**src/rtl/cal_rtc_pkg.sv**
```systemverilog
// Shared types and constants for the calendar clock.
// Assumes each calendar field fits in eight bits.
package cal_rtc_pkg;
    localparam int NFIELD = 7;
    localparam int FW     = 8;
    localparam int NKEY   = 7;

    localparam int F_YEAR = 0;
    localparam int F_MON  = 1;
    localparam int F_DOM  = 2;
    localparam int F_DOW  = 3;
    localparam int F_HOUR = 4;
    localparam int F_MIN  = 5;
    localparam int F_SEC  = 6;

    typedef logic [NFIELD-1:0][FW-1:0] cal_vec_t;

    // Address of key step s: 0x04 upward in steps of four.
    function automatic logic [7:0] key_addr(input logic [2:0] s);
        return 8'h04 + {3'b000, s, 2'b00};
    endfunction

    // Value expected at key step s.
    function automatic logic [7:0] key_val(input logic [2:0] s);
        case (s)
            3'd0:    return 8'hC6;
            3'd1:    return 8'h9A;
            3'd2:    return 8'h59;
            3'd3:    return 8'hA3;
            3'd4:    return 8'h57;
            3'd5:    return 8'h67;
            default: return 8'hD2;
        endcase
    endfunction

    // Bits kept when a field is written.
    function automatic logic [7:0] fld_mask(input logic [2:0] i);
        case (i)
            3'd0:    return 8'h7F;
            3'd1:    return 8'h0F;
            3'd2:    return 8'h1F;
            3'd3:    return 8'h07;
            3'd4:    return 8'h1F;
            default: return 8'h3F;
        endcase
    endfunction

    // Days in a month; year 0 is not a leap year.
    function automatic logic [7:0] month_days(input logic [7:0] mon, input logic [7:0] yr);
        case (mon)
            8'd2:                      return ((yr[1:0] == 2'b00) && (yr != 8'd0)) ? 8'd29 : 8'd28;
            8'd4, 8'd6, 8'd9, 8'd11:   return 8'd30;
            default:                   return 8'd31;
        endcase
    endfunction
endpackage

```
**src/rtl/cal_rtc_unlock.sv**
```systemverilog
// Tracks the seven-step key sequence that opens register writes.
// Assumes one bus write per cycle; the open state lasts until reset.
module cal_rtc_unlock
    import cal_rtc_pkg::*;
#(
    parameter int DATA_W = 32
) (
    input  logic              clk,
    input  logic              rst_n,
    input  logic              wr,
    input  logic [7:0]        addr,
    input  logic [DATA_W-1:0] wdata,
    output logic              unlocked
);
    localparam logic [2:0] DONE = 3'(NKEY);

    logic [2:0] step_q;
    logic       hit_cur;
    logic       hit_first;

    // Compare the write against the expected step and against the first step.
    always_comb begin
        hit_cur   = (addr == key_addr(step_q)) && (wdata == DATA_W'(key_val(step_q)));
        hit_first = (addr == key_addr(3'd0))   && (wdata == DATA_W'(key_val(3'd0)));
    end

    // Advance, restart or hold the step counter.
    always_ff @(posedge clk) begin
        if (!rst_n)
            step_q <= 3'd0;
        else if (wr && (step_q != DONE)) begin
            if (hit_cur)        step_q <= step_q + 3'd1;
            else if (hit_first) step_q <= 3'd1;
            else                step_q <= 3'd0;
        end
    end

    assign unlocked = (step_q == DONE);
endmodule

```
**src/rtl/cal_rtc_counter.sv**
```systemverilog
// Calendar counter: loads single fields from the bus and advances on a strobe.
// Assumes the strobe is one cycle wide; a load suppresses that cycle's advance.
module cal_rtc_counter
    import cal_rtc_pkg::*;
#(
    parameter int YEAR_LAST = 99
) (
    input  logic       clk,
    input  logic       rst_n,
    input  logic       tick,
    input  logic       stop,
    input  logic       ld_en,
    input  logic [2:0] ld_idx,
    input  logic [7:0] ld_val,
    output cal_vec_t   cur,
    output cal_vec_t   nxt,
    output logic       adv
);
    localparam logic [7:0] YL = 8'(YEAR_LAST);

    logic sec_w, min_w, hr_w, dom_w, mon_w;

    // Whether the calendar moves this cycle.
    assign adv = tick & ~stop & ~ld_en;

    // Next calendar value with carries rippling from seconds to year.
    always_comb begin
        sec_w = cur[F_SEC]  >= 8'd59;
        min_w = cur[F_MIN]  >= 8'd59;
        hr_w  = cur[F_HOUR] >= 8'd23;
        dom_w = cur[F_DOM]  >= month_days(cur[F_MON], cur[F_YEAR]);
        mon_w = cur[F_MON]  >= 8'd12;
        nxt   = cur;
        nxt[F_SEC] = sec_w ? 8'd0 : cur[F_SEC] + 8'd1;
        if (sec_w)
            nxt[F_MIN] = min_w ? 8'd0 : cur[F_MIN] + 8'd1;
        if (sec_w && min_w)
            nxt[F_HOUR] = hr_w ? 8'd0 : cur[F_HOUR] + 8'd1;
        if (sec_w && min_w && hr_w) begin
            nxt[F_DOW] = (cur[F_DOW] >= 8'd6) ? 8'd0 : cur[F_DOW] + 8'd1;
            nxt[F_DOM] = dom_w ? 8'd1 : cur[F_DOM] + 8'd1;
        end
        if (sec_w && min_w && hr_w && dom_w)
            nxt[F_MON] = mon_w ? 8'd1 : cur[F_MON] + 8'd1;
        if (sec_w && min_w && hr_w && dom_w && mon_w)
            nxt[F_YEAR] = (cur[F_YEAR] >= YL) ? 8'd0 : cur[F_YEAR] + 8'd1;
    end

    // Calendar state register.
    always_ff @(posedge clk) begin
        if (!rst_n) begin
            cur        <= '0;
            cur[F_MON] <= 8'd1;
            cur[F_DOM] <= 8'd1;
        end else if (ld_en)
            cur[ld_idx] <= ld_val & fld_mask(ld_idx);
        else if (adv)
            cur <= nxt;
    end
endmodule

```
**src/rtl/cal_rtc_alarm.sv**
```systemverilog
// Alarm bank: per-field compare against the next calendar value, sticky flag, interrupt.
// Assumes the compare uses the value the calendar takes on the advancing edge.
module cal_rtc_alarm
    import cal_rtc_pkg::*;
(
    input  logic       clk,
    input  logic       rst_n,
    input  logic       fld_we,
    input  logic [2:0] fld_idx,
    input  logic       ctl_we,
    input  logic [7:0] wval,
    input  logic       clr,
    input  logic       adv,
    input  cal_vec_t   nxt,
    output cal_vec_t   alm,
    output logic [7:0] ctl,
    output logic       pend,
    output logic       irq
);
    logic [NFIELD-1:0] match;
    logic              fire;

    // One compare per field; a disabled field always matches.
    for (genvar i = 0; i < NFIELD; i++) begin : g_cmp
        assign match[i] = ~ctl[7-i] | (nxt[i] == alm[i]);
    end

    assign fire = adv & ctl[0] & (&match);
    assign irq  = pend & ctl[0];

    // Alarm fields, control byte and pending flag; a set beats a clear.
    always_ff @(posedge clk) begin
        if (!rst_n) begin
            alm  <= '0;
            ctl  <= 8'h00;
            pend <= 1'b0;
        end else begin
            if (fld_we) alm[fld_idx] <= wval & fld_mask(fld_idx);
            if (ctl_we) ctl <= wval;
            if (fire)     pend <= 1'b1;
            else if (clr) pend <= 1'b0;
        end
    end
endmodule

```
**src/rtl/cal_rtc.sv**
```systemverilog
// Top of the calendar clock: register decode, read mux, freeze and debounce bits.
// Assumes a single-cycle write port and a combinational read port.
module cal_rtc
    import cal_rtc_pkg::*;
#(
    parameter int DATA_W    = 32,
    parameter int YEAR_LAST = 99
) (
    input  logic              clk,
    input  logic              rst_n,
    input  logic              tick_1hz,
    input  logic              bus_we,
    input  logic [7:0]        bus_addr,
    input  logic [DATA_W-1:0] bus_wdata,
    output logic [DATA_W-1:0] bus_rdata,
    output logic              alarm_irq
);
    localparam logic [7:0] A_CTRL = 8'h20;
    localparam logic [7:0] A_DEB  = 8'h2C;
    localparam logic [7:0] A_INT  = 8'h30;
    localparam logic [7:0] A_ACTL = 8'h7C;
    localparam int         PEND_B = 4;
    localparam int         DEB_W  = 3;

    logic             unlocked, wr_ok, stop_q, adv, alm_pend;
    logic             t_sel, a_sel, t_hit, a_hit;
    logic [DEB_W-1:0] deb_q;
    logic [7:0]       alm_ctl;
    cal_vec_t         cur_time, nxt_time, alm_time;

    cal_rtc_unlock #(.DATA_W(DATA_W)) u_unlock (
        .clk(clk), .rst_n(rst_n), .wr(bus_we), .addr(bus_addr),
        .wdata(bus_wdata), .unlocked(unlocked)
    );

    // Field window decode for the time and alarm banks.
    always_comb begin
        wr_ok = bus_we & unlocked;
        t_hit = (bus_addr[7:5] == 3'b010) && (bus_addr[4:2] != 3'd7) && (bus_addr[1:0] == 2'b00);
        a_hit = (bus_addr[7:5] == 3'b011) && (bus_addr[4:2] != 3'd7) && (bus_addr[1:0] == 2'b00);
        t_sel = wr_ok & t_hit;
        a_sel = wr_ok & a_hit;
    end

    cal_rtc_counter #(.YEAR_LAST(YEAR_LAST)) u_cnt (
        .clk(clk), .rst_n(rst_n), .tick(tick_1hz), .stop(stop_q),
        .ld_en(t_sel), .ld_idx(bus_addr[4:2]), .ld_val(bus_wdata[7:0]),
        .cur(cur_time), .nxt(nxt_time), .adv(adv)
    );

    cal_rtc_alarm u_alm (
        .clk(clk), .rst_n(rst_n), .fld_we(a_sel), .fld_idx(bus_addr[4:2]),
        .ctl_we(wr_ok && (bus_addr == A_ACTL)), .wval(bus_wdata[7:0]),
        .clr(bus_we && (bus_addr == A_INT) && bus_wdata[PEND_B]),
        .adv(adv), .nxt(nxt_time), .alm(alm_time), .ctl(alm_ctl),
        .pend(alm_pend), .irq(alarm_irq)
    );

    // Freeze bit and debounce field, both write-protected.
    always_ff @(posedge clk) begin
        if (!rst_n) begin
            stop_q <= 1'b1;
            deb_q  <= '0;
        end else begin
            if (wr_ok && (bus_addr == A_CTRL)) stop_q <= bus_wdata[0];
            if (wr_ok && (bus_addr == A_DEB))  deb_q  <= bus_wdata[DEB_W-1:0];
        end
    end

    // Read mux; unmapped addresses read zero.
    always_comb begin
        bus_rdata = '0;
        if (t_hit)                     bus_rdata[7:0]       = cur_time[bus_addr[4:2]];
        else if (a_hit)                bus_rdata[7:0]       = alm_time[bus_addr[4:2]];
        else if (bus_addr == A_CTRL)   bus_rdata[0]         = stop_q;
        else if (bus_addr == A_DEB)    bus_rdata[DEB_W-1:0] = deb_q;
        else if (bus_addr == A_INT)    bus_rdata[PEND_B]    = alm_pend;
        else if (bus_addr == A_ACTL)   bus_rdata[7:0]       = alm_ctl;
    end
endmodule

```
**config.mk**
```make
export PLATFORM = sky130hd
export DESIGN_NAME = cal_rtc
export DESIGN_NICKNAME = d
export VERILOG_FILES = /design/src/rtl/cal_rtc_pkg.sv /design/src/rtl/cal_rtc_unlock.sv /design/src/rtl/cal_rtc_counter.sv /design/src/rtl/cal_rtc_alarm.sv /design/src/rtl/cal_rtc.sv
export SDC_FILE = /design/constraint.sdc
export NUM_CORES = 1
export LEC_CHECK = 0
export BUFFER_PORTS_ARGS = -buffer_cell sky130_fd_sc_hd__buf_2
export CAP_MARGIN = 0
export CELL_PAD_IN_SITES_DETAIL_PLACEMENT = 1
export CELL_PAD_IN_SITES_GLOBAL_PLACEMENT = 2
export CORE_MARGIN = 2
export CORE_UTILIZATION = 35
export DETAILED_ROUTE_END_ITERATION = 16
export PLACE_DENSITY_LB_ADDON = 0.1
export SETUP_SLACK_MARGIN = 0.05
export SYNTH_ARGS = -nofsm -noshare
export SYNTH_HDL_FRONTEND = slang
export SYNTH_HIERARCHICAL = 1
export SYNTH_SLANG_ARGS = --single-unit
```
**constraint.sdc**
```tcl
create_clock -name clk -period 4.51 [get_ports clk]
set_input_delay 0.2255 -clock clk [delete_from_list [all_inputs] [get_ports clk]]
set_output_delay 0.2255 -clock clk [all_outputs]
set_load 0.005 [all_outputs]
```
==> impl_results.md, run 1 <==
- Worst Setup Slack, final: 0.496 ns
- Number of warning messages in the yosys log: 6
- Fin crit share: 89.0%
- Flop and latch count out of synthesis: 121
- CP startpoint: u_cnt/cur[7]
- Sort of element at the start of the critical path: register
- Number of nets in the final layout: 1173
- Headroom to the max-slew limit: 35.1%
- Count of mapped cells out of synthesis: 1068
- Chip Width: 162 µm
- # placed instances: 1414
- Pre-CTS WS: 0.430 ns
- Power consumption: 2.63 mW
- Total of endpoints with negative setup slack in the final report: 0
- Power per cell area: 268 nW/µm²
- Max-slew violations: 0
- Final non-filler cell total: 1447
- Num Clock Sinks: 121
- Global-route wire length before repair: 53200 µm
- Estimated wirelength of the detail-placed design: 26000 µm
- Flop-to-flop setup slack: 0.50 ns
- Hold Path Sink: u_alm/alm[6]
- Vias in the first global route: 8282
- Area enclosed by the die boundary: 26200 µm²
- Endpoint type of the worst setup path: register
- Final core utilization: 40.2%
- Worst Hold Margin: 0.143 ns
- Chip Height: 162 µm
- Cell variety after synth: 81
- Clock transition at the registers of the reported paths: 0.06 ns
- Number of enable flip-flop cells after synthesis: 0
- Arrival time reported for the critical path endpoint: 4.37 ns
- Maximum frequency from static timing analysis: 249 MHz
- Maximum fanout encountered on the critical timing path: 12
- Clock insertion delay at the later pin of the skew report: 0.43 ns
- Antenna violations before repair: 1
- Setup CP Type: register to register
- Asr flop ratio synth: 0%
- Clock root buffer: sky130_fd_sc_hd__clkbuf_16
- FF+latch area: 2420 µm²
- Routed wire length: 35800 µm
- Flip-flop cell with the highest count after synthesis: sky130_fd_sc_hd__dfxtp_1
- Hold crit path type: input pin to register
- Area taken by multi-input logic gates: 5870 µm²
- Clock period minus worst slack: 4.01 ns
- Number of iterations in the first detailed-routing pass: 7
- Routed length per instance: 24.7 µm
- Starting density of the core: 35.8%
- Number of hold violations in the final report: 0
- Fraction of final layout cells with drive strength greater than 1: 12.7%
- Routed Antenna Nets: 0
- Critical hold path startpoint: bus_wdata[6]
- Number of rows created at floorplan: 57
- Post-place instance area: 9230 µm²
- Number of DRC markers after the initial detailed-route iteration: 678
- Mean cell area of the mapped netlist: 8.18 µm²
- Unrepaired setup endpoints after global routing: no
- Number of port buffers: 52
- Boundary Pins: 77
- Sequential share of the synthesized area: 27.7%
- Mean number of vias per cell: 5.82
- Final RePlAce weighted congestion: 0.928
- Cell area after layout: 9820 µm²
- Worst r2r dst: u_alm/pend
- Maximum resistive drop on vdd: 0.227 mV
- Clk buf depth: 2
- Area growth syn-to-layout: 12.4%
- Reg2Reg Launch Point: u_cnt/cur[7]
- Leakage power: 3.97 nW
- CTS tree: yes
- Total overflow reported by the global router: 0
- Worst-case clock skew: 0.00720 ns
- Measured slew at the worst slew-check pin: 0.974 ns
- Worst Reg2Reg Path Length in Cells: 15
- Max-capacitance violation count: 0
- Drt drc: 0
- H-tree level count: 4
- Total routing usage reported by global routing: 27.1%
- Hold Crit Depth: 3
- Core Footprint: 24400 µm²
- Final TNS setup: 0 ns
- Result of the run: complete, no violations
- Pin count of the biggest net entering global routing: 66
- Via Count: 8427
- Number of buffers created by CTS: 17
- Worst Path Required: 4.87 ns
- Fill count: 2984
- Cell area after synthesis: 8740 µm²
[critical path: stages (launching register included)]
cell and delay, ns:
sky130_fd_sc_hd__dfxtp_1 0.39, sky130_fd_sc_hd__or4_1 0.59, sky130_fd_sc_hd__o31ai_1 0.30, sky130_fd_sc_hd__a22oi_1 0.15, sky130_fd_sc_hd__ha_1 0.29, sky130_fd_sc_hd__nor2b_1 0.15
sky130_fd_sc_hd__nor3_2 0.08, sky130_fd_sc_hd__o21ai_1 0.40, sky130_fd_sc_hd__nor2_2 0.10, sky130_fd_sc_hd__buf_4 0.20, sky130_fd_sc_hd__a32o_1 0.25, sky130_fd_sc_hd__xor2_1 0.14
sky130_fd_sc_hd__or4_1 0.47, sky130_fd_sc_hd__o21ai_0 0.17, sky130_fd_sc_hd__nand4_1 0.11, sky130_fd_sc_hd__o21ai_1 0.15
[routing by layer]
layer | GRT usage (%) | vias up | wire length (µm)
met5 | 0 | - | 0
met4 | 8.33 | 0 | 847
met1 | 36.8 | 4192 | 16500
met2 | 43.6 | 228 | 16600
met3 | 5.13 | 50 | 1820
li1 | - | 3957 | -
[area by class of cell]
| type | count | share of cell area (%) |
|---|---|---|
| antenna | 1 | 0.0255 |
| clock buffer | 22 | 4.93 |
| clock inverter | 10 | 0.956 |
| inverter | 20 | 0.765 |
| multi-input combinational | 870 | 59.8 |
| sequential | 121 | 24.7 |
| tap | 324 | 4.13 |
| timing repair buffer | 79 | 4.72 |
[repair_timing]
action                                  4_1_cts  5_1_grt
resized for setup                             0        1
endpoints found under the hold margin         0        0
hold buffers                                  0        0
setup buffers                                 0        0
endpoints found under the setup margin        0        1
[cells by family (layout without fill, tap and decap cells)]
| kind of cell | Yosys count | count (layout) | share of synthesized area [%] |
|---|---|---|---|
| mux | 75 | 75 | 9.74 |
| fa+ha+maj | 20 | 20 | 2.86 |
| xor+xnor | 59 | 59 | 5.91 |
| compound gates | 260 | 260 | 21.3 |
| simple gates | 423 | 423 | 25.9 |
| flops | 121 | 121 | 27.7 |
| buf+inv | 107 | 131 | 6.43 |
| other cells | 3 | 34 | 0.129 |
[Yosys cell counts (all sizes together) (5+ instances only)]
cell,instances,area share [%]
inv,20,0.86
a32o,7,0.80
or4,16,1.4
a22oi,31,2.7
o2bb2ai,15,1.5
a41oi,5,0.50
nand2b,11,0.79
dfxtp,121,28
a21o,8,0.69
buf,53,4.1
mux4,7,1.8
ha,20,2.9
a21oi,38,2.2
a211oi,10,0.86
o31ai,6,0.52
mux2i,61,7.0
or3,9,0.66
nor3,15,0.86
a21boi,26,2.2
a22o,9,0.90
and2,19,1.4
a31oi,14,1.0
xnor2,31,3.1
nand3,40,2.3
a221oi,5,0.50
o21ai,43,2.5
xor2,28,2.8
nor2,70,3.1
and3,39,2.8
mux2,7,0.95
nor4,12,1.1
nand2,104,4.5
nand4,15,1.1
clkbuf,34,1.5
nor2b,48,3.4
[worst max path at each step]
stage	endpoint	slack, ns	cells past startpoint
after floorplan	u_alm/pend	0.74	16
after global placement	u_alm/pend	0.46	14
after detailed placement	u_alm/pend	0.43	14
after CTS	u_alm/pend	0.40	14
after global routing	u_alm/pend	0.17	15
final	u_alm/pend	0.50	15
[sequential cells by signal (all words and copies together) (netlist names)]
signal,cells
deb_q,3
stop_q,1
u_alm/alm,49
u_alm/ctl,8
u_alm/pend,1
u_cnt/cur,56
u_unlock/step_q,3
[placed cells by master (no fill, tap or decap), types with 11 or more instances in the layout]
cell | synthesis | routed
sky130_fd_sc_hd__nor2b_1 | 48 | 48
sky130_fd_sc_hd__a31oi_1 | 14 | 14
sky130_fd_sc_hd__nand3_1 | 40 | 40
sky130_fd_sc_hd__conb_1 | 3 | 33
sky130_fd_sc_hd__and2_1 | 19 | 19
sky130_fd_sc_hd__dfxtp_1 | 121 | 121
sky130_fd_sc_hd__o2bb2ai_1 | 15 | 15
sky130_fd_sc_hd__xnor2_1 | 31 | 31
sky130_fd_sc_hd__nand2b_1 | 11 | 11
sky130_fd_sc_hd__a21oi_1 | 38 | 38
sky130_fd_sc_hd__nand4_1 | 15 | 15
sky130_fd_sc_hd__ha_1 | 20 | 20
sky130_fd_sc_hd__xor2_1 | 28 | 28
sky130_fd_sc_hd__nor2_1 | 68 | 68
sky130_fd_sc_hd__a21boi_1 | 23 | 24
sky130_fd_sc_hd__o21ai_0 | 37 | 37
sky130_fd_sc_hd__clkbuf_16 | 0 | 17
sky130_fd_sc_hd__and3_1 | 39 | 39
sky130_fd_sc_hd__buf_2 | 17 | 52
sky130_fd_sc_hd__a22oi_1 | 30 | 30
sky130_fd_sc_hd__or4_1 | 16 | 16
sky130_fd_sc_hd__mux2i_1 | 61 | 61
sky130_fd_sc_hd__nand2_1 | 103 | 103
sky130_fd_sc_hd__buf_4 | 35 | 27
sky130_fd_sc_hd__nor3_1 | 15 | 14
sky130_fd_sc_hd__inv_1 | 19 | 19
[power by group]
| part | total, mW | switching [mW] | leakage [nW] | internal, mW |
|---|---|---|---|---|
| clock | 1.37 | 0.553 | 0.266 | 0.815 |
| sequential | 1.07 | 0.0000000000000343 | 0.974 | 1.07 |
| combinational | 0.195 | 0.134 | 2.73 | 0.0607 |
| total | 2.63 | 0.687 | 3.97 | 1.94 |
(Power assumes the default switching activity.)
==> run 2: changes to the inputs <==
Clock period 4.51 ns to 4.58 ns, I/O delays scaled along.
==> impl_results.md, run 2 (synthesized netlist as in run 1, its figures left out) <==
- Worst Setup Slack, final: 0.441 ns (was 0.496 ns)
- Global-route wire length before repair: 53800 µm (was 53200 µm)
- Count of inserted antenna diode cells: 0 (was 1)
- Final RePlAce weighted congestion: 0.926 (was 0.928)
- Starting density of the core: 35.8% (unchanged)
- Final core utilization: 40.2% (about the same)
- Endpoint type of the worst setup path: register (unchanged)
- Estimated wirelength of the detail-placed design: 26000 µm (about the same)
- Leakage power: 3.97 nW (about the same)
- Fill count: 2966 (was 2984)
- Count of cells resized by post-cts repair: 0 (unchanged)
- Number of rows created at floorplan: 57 (unchanged)
- Result of the run: complete, no violations (unchanged)
- Cell area after layout: 9800 µm² (was 9820 µm²)
- Measured slew at the worst slew-check pin: 1.40 ns (was 0.974 ns)
- Boundary Pins: 77 (unchanged)
- Total routing usage reported by global routing: 27.2% (was 27.1%)
- Clock root buffer: sky130_fd_sc_hd__clkbuf_16 (unchanged)
- Maximum resistive drop on vdd: 0.203 mV (was 0.227 mV)
- Pre-CTS WS: 0.404 ns (was 0.430 ns)
- Top register by number of flip-flops: u_cnt/cur (unchanged)
- Worst-case clock skew: 0.00814 ns (was 0.00720 ns)
- Number of DRC markers after the initial detailed-route iteration: 653 (was 678)
- Core Footprint: 24400 µm² (unchanged)
- Commonest cells after routing, fill and taps aside: 121 x sky130_fd_sc_hd__dfxtp_1, 103 x sky130_fd_sc_hd__nand2_1, 68 x sky130_fd_sc_hd__nor2_1 (unchanged)
- Clock period minus worst slack: 4.14 ns (was 4.01 ns)
- Hold crit path type: input pin to register (unchanged)
- Chip Height: 162 µm (unchanged)
- Fin crit share: 90.4% (was 89.0%)
- Worst Path Required: 4.93 ns (was 4.87 ns)
- Clock transition at the registers of the reported paths: 0.06 ns (about the same)
- Drt drc: 0 (unchanged)
- Max-slew violations: 0 (unchanged)
- Number of buffers created by CTS: 17 (unchanged)
- Vias in the first global route: 8429 (was 8282)
- Unrepaired setup endpoints after global routing: no (unchanged)
- Mean number of vias per cell: 5.88 (was 5.82)
- CTS tree: yes (unchanged)
- Leading cell type in the layout, fill and taps excluded: sky130_fd_sc_hd__dfxtp_1 (unchanged)
- Area growth syn-to-layout: 12.2% (was 12.4%)
- Max FFs per register: 56 (unchanged)
- Pin count of the biggest net entering global routing: 59 (was 66)
- H-tree level count: 4 (unchanged)
- Total overflow reported by the global router: 0 (unchanged)
- Number of nets in the final layout: 1169 (was 1173)
- Clk buf depth: 2 (unchanged)
- Antenna violations before repair: 3 (was 1)
- Chip Width: 162 µm (unchanged)
- Number of port buffers: 52 (unchanged)
- Number of hold violations in the final report: 0 (unchanged)
- Routed length per instance: 24.7 µm (about the same)
- Num Clock Sinks: 121 (unchanged)
- Headroom to the max-slew limit: 6.22% (was 35.1%)
- Setup CP Type: register to register (unchanged)
- Final TNS setup: 0 ns (unchanged)
- Post-place instance area: 9200 µm² (was 9230 µm²)
- Power per cell area: 270 nW/µm² (was 268 nW/µm²)
- Max-capacitance violation count: 0 (unchanged)
- Routed wire length: 35600 µm (was 35800 µm)
- Power consumption: 2.64 mW (was 2.63 mW)
- Regs by FF count: u_cnt/cur: 56 flops, u_alm/alm: 49 flops, u_alm/ctl: 8 flops (unchanged)
- Clock insertion delay at the later pin of the skew report: 0.43 ns (about the same)
- Via Count: 8462 (was 8427)
- Arrival time reported for the critical path endpoint: 4.49 ns (was 4.37 ns)
- Total of endpoints with negative setup slack in the final report: 0 (unchanged)
- Fraction of final layout cells with drive strength greater than 1: 12.1% (was 12.7%)
- Number of iterations in the first detailed-routing pass: 5 (was 7)
- Maximum frequency from static timing analysis: 242 MHz (was 249 MHz)
- Routed Antenna Nets: 0 (unchanged)
- Post-CTS Hold Fix Bufs: 0 (unchanged)
- Post-CTS Repair Setup Buffers: 0 (unchanged)
- Area enclosed by the die boundary: 26200 µm² (unchanged)
- Sort of element at the start of the critical path: register (unchanged)
- Maximum fanout encountered on the critical timing path: 9 (was 12)
run 2: cell types whose count changed in the layout (fill, tap and decap cells not counted), sizes merged:
cell	change
clkinvlp	-4
buf	-4
bufinv	+2
diode	-1
run 2: through the flow:
stage / hold WS, ns / cells
3_5_place_dp: 0.477 / 1410
3_3_place_gp: 0.475 / 1410
4_1_cts: 0.130 / 1440
2_1_floorplan: 0.301 / 1098
6_report: 0.137 / 1440
5_1_grt: 0.161 / 1440
run 2: worst paths after layout:
check | from | end | slack (ns) | cells after the start
worst max-delay path | u_cnt/cur[7] | u_alm/pend | 0.44 | 14
worst min-delay path | bus_wdata[6] | u_alm/alm[6] | 0.14 | 3
worst max register to register | u_cnt/cur[7] | u_alm/pend | 0.44 | 14
worst min register to register | u_alm/alm[1] | u_alm/alm[1] | 0.49 | 2
run 2: report_power, final:
part / total (mW) / leakage (nW) / switching, mW / internal [mW]
Clock: 1.40 / 0.288 / 0.508 / 0.890
Combinational: 0.191 / 2.71 / 0.131 / 0.0597
Sequential: 1.05 / 0.974 / 0.0000000000000318 / 1.05
run 2: per-layer routing:
metal  global-route usage (%)  wire length, µm  vias up
met4                     8.61              935        4
met5                        0               27        -
li1                         -                -     3941
met2                     44.1            16300      276
met1                     36.5            16100     4190
met3                     5.49             2250       51
run 2: worst max-delay path, cell delays in order, from the launching register on:
cell and delay [ns]:
sky130_fd_sc_hd__dfxtp_1 0.39, sky130_fd_sc_hd__or4_1 0.59, sky130_fd_sc_hd__o31ai_1 0.32, sky130_fd_sc_hd__a22oi_1 0.17, sky130_fd_sc_hd__ha_1 0.31, sky130_fd_sc_hd__nor2b_1 0.05
sky130_fd_sc_hd__nor3_2 0.26, sky130_fd_sc_hd__o21ai_1 0.22, sky130_fd_sc_hd__or3_1 0.39, sky130_fd_sc_hd__a32o_1 0.24, sky130_fd_sc_hd__xor2_1 0.14, sky130_fd_sc_hd__or4_1 0.48
sky130_fd_sc_hd__o21ai_0 0.24, sky130_fd_sc_hd__nand4_1 0.13, sky130_fd_sc_hd__o21ai_1 0.15
run 2: area by class of cell:
class                   count  area [µm²]  area share (%)
clock inverters             8         120            1.23
inverters                  20        75.1           0.766
multi-input cells         870        5870            59.9
clock buffers              22         474            4.84
repair buffers             75         433            4.42
flip-flops and latches    121        2420            24.7
well taps                 324         405            4.14
==> run 3: changes to the inputs <==
Settings changed: BUFFER_PORTS_ARGS -buffer_cell sky130_fd_sc_hd__buf_2 to not set, CORE_MARGIN 2 to 5, DONT_BUFFER_PORTS set to 1.
==> impl_results.md, run 3 (synthesized netlist as in run 1, its figures left out) <==
- Internal power component: 2.11 mW (was 2.00 mW)
- Fill count: 2926 (was 2966)
- Boundary Pins: 77 (unchanged)
- Area growth syn-to-layout: 11.6% (was 12.2%)
- Pre-CTS WS: 0.290 ns (was 0.404 ns)
- Regs by FF count: u_cnt/cur: 56 flops, u_alm/alm: 49 flops, u_alm/ctl: 8 flops (unchanged)
- Fin crit share: 91.8% (was 90.4%)
- Setup CP Type: register to register (unchanged)
- Via Count: 8442 (was 8462)
- Pin count of the biggest net entering global routing: 84 (was 59)
- Vias in the first global route: 8429 (unchanged)
- Number of buffers created by CTS: 17 (unchanged)
- Total routing usage reported by global routing: 26.4% (was 27.2%)
- Starting density of the core: 35.7% (was 35.8%)
- Part of the total power dissipated in the clock network: 56.9% (was 52.9%)
- Leading cell type in the layout, fill and taps excluded: sky130_fd_sc_hd__dfxtp_1 (unchanged)
- CTS tree: yes (unchanged)
- Routed wire length: 38000 µm (was 35600 µm)
- Chip Height: 168 µm (was 162 µm)
- Number of hold violations in the final report: 0 (unchanged)
- Headroom to the max-slew limit: 29.1% (was 6.22%)
- Arrival time reported for the critical path endpoint: 4.56 ns (was 4.49 ns)
- Antenna violations before repair: 2 (was 3)
- H-tree level count: 4 (unchanged)
- Measured slew at the worst slew-check pin: 1.06 ns (was 1.40 ns)
- Total of endpoints with negative setup slack in the final report: 0 (unchanged)
- Max-slew violations: 0 (unchanged)
- Max-capacitance violation count: 0 (unchanged)
- Maximum resistive drop on vdd: 0.180 mV (was 0.203 mV)
- Cell area after layout: 9750 µm² (was 9800 µm²)
- Commonest cells after routing, fill and taps aside: 121 x sky130_fd_sc_hd__dfxtp_1, 103 x sky130_fd_sc_hd__nand2_1, 67 x sky130_fd_sc_hd__nor2_1 (was 121 x sky130_fd_sc_hd__dfxtp_1, 103 x sky130_fd_sc_hd__nand2_1, 68 x sky130_fd_sc_hd__nor2_1)
- Clk buf depth: 2 (unchanged)
- Total overflow reported by the global router: 0 (unchanged)
- Count of inserted antenna diode cells: 0 (unchanged)
- Switch Pwr: 0.647 mW (was 0.640 mW)
- Unrepaired setup endpoints after global routing: no (unchanged)
- Global-route wire length before repair: 56000 µm (was 53800 µm)
- Routed length per instance: 27.1 µm (was 24.7 µm)
- Hold crit path type: input pin to register (unchanged)
- Num Clock Sinks: 121 (unchanged)
- Number of iterations in the first detailed-routing pass: 6 (was 5)
- Sequential group share of total power: 38.2% (was 39.8%)
- Number of DRC markers after the initial detailed-route iteration: 638 (was 653)
- Area taken by multi-input logic gates: 5880 µm² (was 5870 µm²)
- Worst-case clock skew: 0.0166 ns (was 0.00814 ns)
- Logic pwr share: 4.8% (was 7.2%)
- Result of the run: complete, no violations (unchanged)
- Area enclosed by the die boundary: 28200 µm² (was 26200 µm²)
- Drt drc: 0 (unchanged)
- Top register by number of flip-flops: u_cnt/cur (unchanged)
- Post-place instance area: 8920 µm² (was 9200 µm²)
- Maximum frequency from static timing analysis: 238 MHz (was 242 MHz)
- Worst Setup Slack, final: 0.376 ns (was 0.441 ns)
- Clock transition at the registers of the reported paths: 0.07 ns (was 0.06 ns)
- Final RePlAce weighted congestion: 0.873 (was 0.926)
- Routed Antenna Nets: 0 (unchanged)
- Sort of element at the start of the critical path: register (unchanged)
- Power per cell area: 282 nW/µm² (was 270 nW/µm²)
- Mean number of vias per cell: 6.03 (was 5.88)
- Number of rows created at floorplan: 57 (unchanged)
- Number of port buffers: 0 (was 52)
- Clock root buffer: sky130_fd_sc_hd__clkbuf_16 (unchanged)
- Core Footprint: 24500 µm² (was 24400 µm²)
- Sw frac: 23.5% (was 24.2%)
- Worst Path Required: 4.94 ns (was 4.93 ns)
- Number of nets in the final layout: 1126 (was 1169)
- Endpoint type of the worst setup path: register (unchanged)
- Fraction of final layout cells with drive strength greater than 1: 7.91% (was 12.1%)
- Leakage power: 3.83 nW (was 3.97 nW)
- Post-CTS Repair Setup Buffers: 0 (unchanged)
- FF+latch area: 2420 µm² (unchanged)
- Max FFs per register: 56 (unchanged)
- Clock period minus worst slack: 4.20 ns (was 4.14 ns)
- Estimated wirelength of the detail-placed design: 26100 µm (was 26000 µm)
- Chip Width: 168 µm (was 162 µm)
- Maximum fanout encountered on the critical timing path: 9 (unchanged)
- Clock insertion delay at the later pin of the skew report: 0.44 ns (was 0.43 ns)
- Final TNS setup: 0 ns (unchanged)
==> run 3: cell types whose count changed in the layout (fill, tap and decap cells not counted), moves of 2 or more <==
cell and delta:
sky130_fd_sc_hd__clkbuf_1 -2, sky130_fd_sc_hd__buf_4 -5, sky130_fd_sc_hd__clkinv_2 -2, sky130_fd_sc_hd__clkinv_4 +4, sky130_fd_sc_hd__bufinv_16 +2, sky130_fd_sc_hd__inv_6 +2, sky130_fd_sc_hd__dlygate4sd3_1 +12, sky130_fd_sc_hd__buf_2 -52
==> run 3: layout make-up <==
cell class	instances	area share [%]
repair buffers	32	3.10
multi-input cells	870	60.3
flip-flops and latches	121	24.8
inverters	20	0.770
clock buffers	19	4.64
clock inverters	13	2.21
well taps	324	4.16
==> run 3: critical path: stages, from the launching register on <==
cell and delay, ns:
sky130_fd_sc_hd__dfxtp_1 0.39, sky130_fd_sc_hd__or4_1 0.59, sky130_fd_sc_hd__o31ai_1 0.34, sky130_fd_sc_hd__a22oi_1 0.17, sky130_fd_sc_hd__ha_1 0.31, sky130_fd_sc_hd__nor2b_1 0.14, sky130_fd_sc_hd__nor3_2 0.08, sky130_fd_sc_hd__o21ai_1 0.45
sky130_fd_sc_hd__nor2_4 0.13, sky130_fd_sc_hd__buf_4 0.20, sky130_fd_sc_hd__a32o_1 0.25, sky130_fd_sc_hd__xor2_1 0.15, sky130_fd_sc_hd__or4_1 0.46, sky130_fd_sc_hd__o21ai_0 0.20, sky130_fd_sc_hd__nand4_1 0.13, sky130_fd_sc_hd__o21ai_1 0.14
==> run 3: routing by layer <==
metal  track usage, %  up-vias  wire length (µm)
met3             6.28       69              2610
met1             35.8     4203             17000
met4             9.28        0              1290
met2             41.0      311             17100
li1                 -     3859                 -
met5                0        -                 0
==> run 3: timing repair <==
item,CTS,global route
gates resized for setup,0,3
endpoints found under the hold margin,88,1
endpoints found under the setup margin,0,1
hold buffers,12,1
==> run 3: power groups by stage <==
stage	logic [mW]	registers [mW]	clock network (mW)
2_1_floorplan	0.124	1.08	0
3_3_place_gp	0.0964	1.08	0
3_5_place_dp	0.0960	1.08	0
4_1_cts	0.129	1.05	1.59
5_1_grt	0.140	1.05	1.64
6_report	0.133	1.05	1.57
==> run 3: per-stage QoR <==
stage | instances | hold slack (ns) | power, mW | util, %
6_report | 1399 | 0.00900 | 2.75 | 39.9
5_1_grt | 1399 | 0.0144 | 2.83 | 39.9
4_1_cts | 1398 | 0.000520 | 2.77 | 39.8
3_5_place_dp | 1354 | 0.327 | 1.17 | 36.5
2_1_floorplan | 1098 | 0.301 | 1.20 | -
3_3_place_gp | 1354 | 0.315 | 1.17 | 36.5
==> run 3: path summary, 6_finish.rpt <==
| check | from | endpoint | slack (ns) | cells after the start |
|---|---|---|---|---|
| setup / recovery | u_cnt/cur[7] | u_alm/pend | 0.38 | 15 |
| hold / removal | bus_wdata[2] | u_cnt/cur[50] | 0.009 | 2 |
| setup reg to reg | u_cnt/cur[7] | u_alm/pend | 0.38 | 15 |
| hold reg to reg | u_cnt/cur[29] | u_cnt/cur[29] | 0.50 | 2 |
